`src/rtl/issue_pkg.sv`:
```
package issue_pkg;
  typedef enum logic [1:0] {
    FMT_PAR  = 2'b00,
    FMT_LR   = 2'b01,
    FMT_RL   = 2'b10,
    FMT_LONG = 2'b11
  } fmt_t;

  typedef enum logic [1:0] {
    ST_IDLE  = 2'd0,
    ST_WAIT1 = 2'd1,
    ST_ISS2  = 2'd2,
    ST_WAIT2 = 2'd3
  } st_t;
endpackage

```
`src/rtl/fmt_decode.sv`:
```
module fmt_decode
  import issue_pkg::*;
#(
  parameter int HALF_W = 32
) (
  input  logic [2*HALF_W-1:0] word,
  output fmt_t                fmt,
  output logic [HALF_W-1:0]   hi,
  output logic [HALF_W-1:0]   lo
);
  localparam int HI_TOP = 2*HALF_W - 1;
  localparam int LO_TOP = HALF_W - 1;

  always_comb begin
    hi  = word[HI_TOP:HALF_W];
    lo  = word[LO_TOP:0];
    fmt = fmt_t'({word[HI_TOP], word[LO_TOP]});
  end
endmodule

```
`src/rtl/npc_merge.sv`:
```
module npc_merge #(
  parameter int ADDR_W = 32
) (
  input  logic              a_jmp,
  input  logic [ADDR_W-1:0] a_tgt,
  input  logic              b_jmp,
  input  logic [ADDR_W-1:0] b_tgt,
  output logic              vld,
  output logic [ADDR_W-1:0] npc,
  output logic              clash
);
  always_comb begin
    clash = a_jmp & b_jmp;
    vld   = (a_jmp ^ b_jmp);
    npc   = a_jmp ? a_tgt : b_tgt;
    if (clash) npc = '0;
  end
endmodule

```
`src/rtl/dual_slot_issue.sv`:
```
module dual_slot_issue
  import issue_pkg::*;
#(
  parameter int HALF_W = 32,
  parameter int ADDR_W = 32
) (
  input  logic                clk,
  input  logic                rst,
  input  logic                in_valid,
  input  logic [2*HALF_W-1:0] in_word,
  output logic                in_ready,
  output logic                mem_go,
  output logic [HALF_W-1:0]   mem_op,
  output logic                int_go,
  output logic [HALF_W-1:0]   int_op,
  output logic                iss_long,
  output logic                iss_any,
  input  logic                mem_done,
  input  logic                mem_jmp,
  input  logic [ADDR_W-1:0]   mem_tgt,
  input  logic                mem_kill,
  input  logic                int_done,
  input  logic                int_jmp,
  input  logic [ADDR_W-1:0]   int_tgt,
  input  logic                int_kill,
  output logic                commit,
  output logic                seq_done,
  output logic                npc_vld,
  output logic [ADDR_W-1:0]   npc,
  output logic                fault
);
  st_t               state;
  fmt_t              fmt_q;
  fmt_t              fmt_d;
  logic [HALF_W-1:0] hi_d, lo_d;

  logic              m_got, i_got;
  logic              m_jmp_q, i_jmp_q;
  logic [ADDR_W-1:0] m_tgt_q, i_tgt_q;
  logic              kill_q;
  logic              j1_q;
  logic [ADDR_W-1:0] t1_q;

  logic              m_jmp_n, i_jmp_n;
  logic [ADDR_W-1:0] m_tgt_n, i_tgt_n;
  logic              both_in;
  logic              mrg_vld, mrg_clash;
  logic [ADDR_W-1:0] mrg_npc;

  logic              first_lr;
  logic              f_done, f_jmp, f_kill;
  logic [ADDR_W-1:0] f_tgt;
  logic              s_done, s_jmp;
  logic [ADDR_W-1:0] s_tgt;

  fmt_decode #(.HALF_W(HALF_W)) u_dec (
    .word (in_word),
    .fmt  (fmt_d),
    .hi   (hi_d),
    .lo   (lo_d)
  );

  always_comb begin
    m_jmp_n = mem_done ? mem_jmp : m_jmp_q;
    m_tgt_n = mem_done ? mem_tgt : m_tgt_q;
    i_jmp_n = int_done ? int_jmp : i_jmp_q;
    i_tgt_n = int_done ? int_tgt : i_tgt_q;
    both_in = (m_got | mem_done) & (i_got | int_done);
  end

  npc_merge #(.ADDR_W(ADDR_W)) u_merge (
    .a_jmp (m_jmp_n),
    .a_tgt (m_tgt_n),
    .b_jmp (i_jmp_n),
    .b_tgt (i_tgt_n),
    .vld   (mrg_vld),
    .npc   (mrg_npc),
    .clash (mrg_clash)
  );

  always_comb begin
    first_lr = (fmt_q == FMT_LR);
    f_done   = first_lr ? mem_done : int_done;
    f_jmp    = first_lr ? mem_jmp  : int_jmp;
    f_tgt    = first_lr ? mem_tgt  : int_tgt;
    f_kill   = first_lr ? mem_kill : int_kill;
    s_done   = first_lr ? int_done : mem_done;
    s_jmp    = first_lr ? int_jmp  : mem_jmp;
    s_tgt    = first_lr ? int_tgt  : mem_tgt;
  end

  assign in_ready = (state == ST_IDLE);

  always_ff @(posedge clk) begin
    if (rst) begin
      state    <= ST_IDLE;
      fmt_q    <= FMT_PAR;
      mem_go   <= 1'b0;
      int_go   <= 1'b0;
      mem_op   <= '0;
      int_op   <= '0;
      iss_long <= 1'b0;
      iss_any  <= 1'b0;
      commit   <= 1'b0;
      seq_done <= 1'b0;
      npc_vld  <= 1'b0;
      npc      <= '0;
      fault    <= 1'b0;
      m_got    <= 1'b0;
      i_got    <= 1'b0;
      m_jmp_q  <= 1'b0;
      i_jmp_q  <= 1'b0;
      m_tgt_q  <= '0;
      i_tgt_q  <= '0;
      kill_q   <= 1'b0;
      j1_q     <= 1'b0;
      t1_q     <= '0;
    end else begin
      mem_go   <= 1'b0;
      int_go   <= 1'b0;
      iss_long <= 1'b0;
      iss_any  <= 1'b0;
      commit   <= 1'b0;
      seq_done <= 1'b0;
      fault    <= 1'b0;
      case (state)
        ST_IDLE: begin
          if (in_valid) begin
            fmt_q   <= fmt_d;
            mem_op  <= hi_d;
            int_op  <= lo_d;
            m_got   <= 1'b0;
            i_got   <= 1'b0;
            m_jmp_q <= 1'b0;
            i_jmp_q <= 1'b0;
            kill_q  <= 1'b0;
            j1_q    <= 1'b0;
            state   <= ST_WAIT1;
            case (fmt_d)
              FMT_LONG: begin
                mem_go   <= 1'b1;
                int_go   <= 1'b1;
                iss_long <= 1'b1;
              end
              FMT_PAR: begin
                mem_go <= 1'b1;
                int_go <= 1'b1;
              end
              FMT_LR:  mem_go <= 1'b1;
              default: int_go <= 1'b1;
            endcase
          end
        end
        ST_WAIT1: begin
          case (fmt_q)
            FMT_LONG: begin
              if (mem_done) begin
                commit   <= 1'b1;
                seq_done <= 1'b1;
                npc_vld  <= mem_jmp;
                npc      <= mem_tgt;
                kill_q   <= 1'b0;
                state    <= ST_IDLE;
              end
            end
            FMT_PAR: begin
              if (mem_done) begin
                m_got   <= 1'b1;
                m_jmp_q <= mem_jmp;
                m_tgt_q <= mem_tgt;
              end
              if (int_done) begin
                i_got   <= 1'b1;
                i_jmp_q <= int_jmp;
                i_tgt_q <= int_tgt;
              end
              if (both_in) begin
                commit   <= 1'b1;
                seq_done <= 1'b1;
                npc_vld  <= mrg_vld;
                npc      <= mrg_npc;
                fault    <= mrg_clash;
                kill_q   <= 1'b0;
                state    <= ST_IDLE;
              end
            end
            default: begin
              if (f_done) begin
                commit <= 1'b1;
                j1_q   <= f_jmp;
                t1_q   <= f_tgt;
                kill_q <= f_kill;
                state  <= ST_ISS2;
              end
            end
          endcase
        end
        ST_ISS2: begin
          if (j1_q || kill_q) begin
            seq_done <= 1'b1;
            npc_vld  <= j1_q;
            npc      <= t1_q;
            kill_q   <= 1'b0;
            state    <= ST_IDLE;
          end else begin
            iss_any <= 1'b1;
            if (first_lr) int_go <= 1'b1;
            else          mem_go <= 1'b1;
            state <= ST_WAIT2;
          end
        end
        default: begin
          if (s_done) begin
            commit   <= 1'b1;
            seq_done <= 1'b1;
            npc_vld  <= s_jmp;
            npc      <= s_tgt;
            kill_q   <= 1'b0;
            state    <= ST_IDLE;
          end
        end
      endcase
    end
  end
endmodule

```
`config.mk`:
```
export PLATFORM = sky130hd
export DESIGN_NAME = dual_slot_issue
export DESIGN_NICKNAME = d
export VERILOG_FILES = /design/src/rtl/issue_pkg.sv /design/src/rtl/fmt_decode.sv /design/src/rtl/npc_merge.sv /design/src/rtl/dual_slot_issue.sv
export SDC_FILE = /design/constraint.sdc
export NUM_CORES = 1
export LEC_CHECK = 0
export ABC_AREA = 1
export BUFFER_PORTS_ARGS = -buffer_cell sky130_fd_sc_hd__buf_2
export CORE_ASPECT_RATIO = 1.5
export CORE_UTILIZATION = 55
export CTS_CLUSTER_SIZE = 8
export DETAILED_ROUTE_END_ITERATION = 8
export GPL_TIMING_DRIVEN = 0
export HOLD_SLACK_MARGIN = 0.06
export PLACE_DENSITY_LB_ADDON = 0.15
export SLEW_MARGIN = 15
export SYNTH_ARGS = -nofsm -noshare
export SYNTH_HDL_FRONTEND = slang
export SYNTH_HIERARCHICAL = 1
export SYNTH_SLANG_ARGS = --single-unit
```
`constraint.sdc`:
```
create_clock -name clk -period 2.6 [get_ports clk]
set_input_delay 0.52 -clock clk [delete_from_list [all_inputs] [get_ports clk]]
set_output_delay 0.52 -clock clk [all_outputs]
set_load 0.03 [all_outputs]
```
==> key figures <==
Cells and area
  • Multi-input gate area: 0.00565 mm²
  • Design Area, Final: 0.0134 mm²
  • Fin cells: 2209
  • Register area: 0.00420 mm²
  • Layout net count: 2090
  • Commonest non-fill, non-tap cell in the layout: nand2_1
  • Syn-to-layout area delta: 17.4%
  • Most frequent cells in the layout: nand2_1 (361), o21ai_0 (226), nor2_1 (221), dfxtp_1 (210), buf_2 (205)
  • Fillers: 1940
  • Fraction of final layout cells with drive strength greater than 1: 0.235

Floorplan
  • Chip height: 178 µm
  • Core Box Area: 0.0203 mm²
  • Num rows: 64
  • Ports: 242
  • Die Wd: 120 µm
  • Die footprint: 0.0214 mm²
  • Initial Util: 0.562

Placement
  • PortBufs: 174
  • GPL Wtd Cong: 0.928
  • DPL Wire Length: 26.5 mm
  • Placed cells: 2177
  • Placed cell area: 0.0126 mm²

Yosys
  • Synth unique cells: 24
  • Seq/Total Area, Yosys: 0.368
  • Mapped cell area: 0.0114 mm²
  • Synthesis Warnings: 6
  • Post-synthesis cell count: 1739
  • Mean Syn Cell Area: 6.57 µm²
  • Net Count, Synth: 1886
  • Yosys reg bits: 210

Setup path
  • WP data required: 3.04 ns
  • Crit path DAT: 2.90 ns
  • CP endpoint kind: register
  • Critical path peak fanout: 10
  • CP Launch Type: register
  • Crit Path Class: reg2reg

STA
  • Setup violators final: 0
  • Final worst-path cycle share: 0.949
  • Least-Margin Pin Slew: 0.740 ns
  • Pins Over Slew Limit: 0
  • Hold Fails Final Rpt: 0
  • Max-slew headroom: 0.507
  • Fmax: 405 MHz
  • Worst clock skew: 0.0112 ns
  • Fin crit period: 2.47 ns
  • Fin Hold WS: 0.216 ns
  • Setup TNS Final: 0 ns
  • RSZ-0062 raised after global routing: no

Routing
  • Pre-antenna DRT Iters: 6
  • DRC viols: 0
  • Final WL: 36.4 mm
  • Iter 0 DRT Violations: 1168
  • Routed Antenna Nets: 0
  • Total number of vias: 12.2k
  • Drt wl/cell: 16.5 µm
  • Vias per std cell: 5.51

GRT
  • Global-route wire length before repair: 56.8 mm
  • Total GRT Usage: 0.335
  • Total grt overflow: 0
  • Vias in the first global route: 11.5k
  • Initial antenna violation count: 2
  • Largest net degree at the start of global routing: 15

Clock network
  • Clock insertion delay at the later pin of the skew report: 0.54 ns
  • Longest Clk Path Bufs: 3
  • Clock sink count: 210
  • Clock Tree Root: clkbuf_16
  • CTS Hold Bufs: 0
  • CTS H-tree lvls: 1
  • Num CTS Buffers: 30
  • Reg clk slew, reported paths: 0.05 ns
  • CTS tree: built

Power
  • Leakage Power: 6.59 nW
  • Max VDD drop: 772 µV
  • PD cells: 1200 mW/mm²
  • Total Power Consumption: 16.1 mW

Min path
  • Hold Path Class: in2reg

Flow run
  • Max-capacitance violation count: 0

Outcome
  • Status: completed
==> registers in the layout (all words and copies together) (netlist names), 2 cells and up <==
register	cells
t1_q	32
i_tgt_q	32
m_tgt_q	32
npc	32
state	2
fmt_q	2
int_op	32
mem_op	32
==> routing by layer <==
layer	wire [µm]	vias up	GRT usage
met4	2290	2	0.224
met3	2980	172	0.0623
li1	-	5881	-
met2	18000	652	0.599
met5	12	-	0
met1	13100	5473	0.356
==> final timing paths <==
| path | slack [ns] | depth (start not counted) | startpoint | endpoint |
|---|---|---|---|---|
| setup / recovery | 0.13 | 10 | state[0] | npc[27] |
| hold / removal | 0.22 | 3 | in_word[6] | int_op[6] |
| setup reg to reg | 0.13 | 10 | state[0] | npc[27] |
| hold reg to reg | 0.46 | 2 | i_got | i_got |
==> kinds of logic (layout without fill, tap and decap cells) <==
| logic type | Yosys count | count (layout) | synth area share |
|---|---|---|---|
| AO/OA/AOI/OAI | 382 | 382 | 0.172 |
| flip-flops | 210 | 210 | 0.368 |
| buffers and inverters | 314 | 519 | 0.137 |
| adder cells (fa/ha/maj) | 10 | 10 | 0.0110 |
| AND/OR/NAND/NOR | 823 | 823 | 0.312 |
| other | 0 | 1 | 0 |
==> per-stage QoR <==
step | util | setup slack, ns
after floorplan | - | 0.345
after global placement | 0.621 | -0.438
after detailed placement | 0.621 | -0.503
after CTS | 0.659 | 0.0295
after global routing | 0.659 | 0.0892
final | 0.659 | 0.133
==> power breakdown <==
part,switching (mW),internal [mW]
registers,0.476,4.18
clock network,1.36,2.07
logic,5.52,2.48
total,7.36,8.73
==> critical path, stage by stage, from the launching register on <==
cell,delay [ns]
dfxtp_1,0.38
inv_1,0.10
ha_1,0.32
inv_1,0.13
clkbuf_2,0.30
clkbuf_1,0.46
nand3_1,0.14
nand2_1,0.15
nand3_1,0.19
nand2_1,0.14
nor2_2,0.05
==> synthesized netlist by cell type, drive strengths merged <==
cell / n / area, µm²
clkbuf: 74 / 278
nor3: 1 / 5.00
ha: 10 / 125
nand2: 364 / 1370
and2: 1 / 6.26
nand3: 110 / 551
nor2: 283 / 1230
dfxtp: 210 / 4200
o21ai: 234 / 1170
a31oi: 32 / 200
o211ai: 1 / 7.51
inv: 124 / 465
a21oi: 115 / 587
or2: 64 / 400
buf: 116 / 820
==> timing repair <==
action                     in CTS  in global routing
setup endpoints to repair       0                 29
resized for setup               0                  2
buffers inserted                0                  0
hold endpoints to repair        0                  0
==> cell type report <==
cell class	count	share of cell area
diodes	1	0.000187
plain buffers	188	0.0814
clock buffers	32	0.0581
clock inverters	1	0.000560
inverters	124	0.0347
multi-input cells	1215	0.422
flip-flops and latches	210	0.314
well taps	264	0.0246
repair buffers	174	0.0650
No activity file was read; power rests on OpenSTA's default activity.
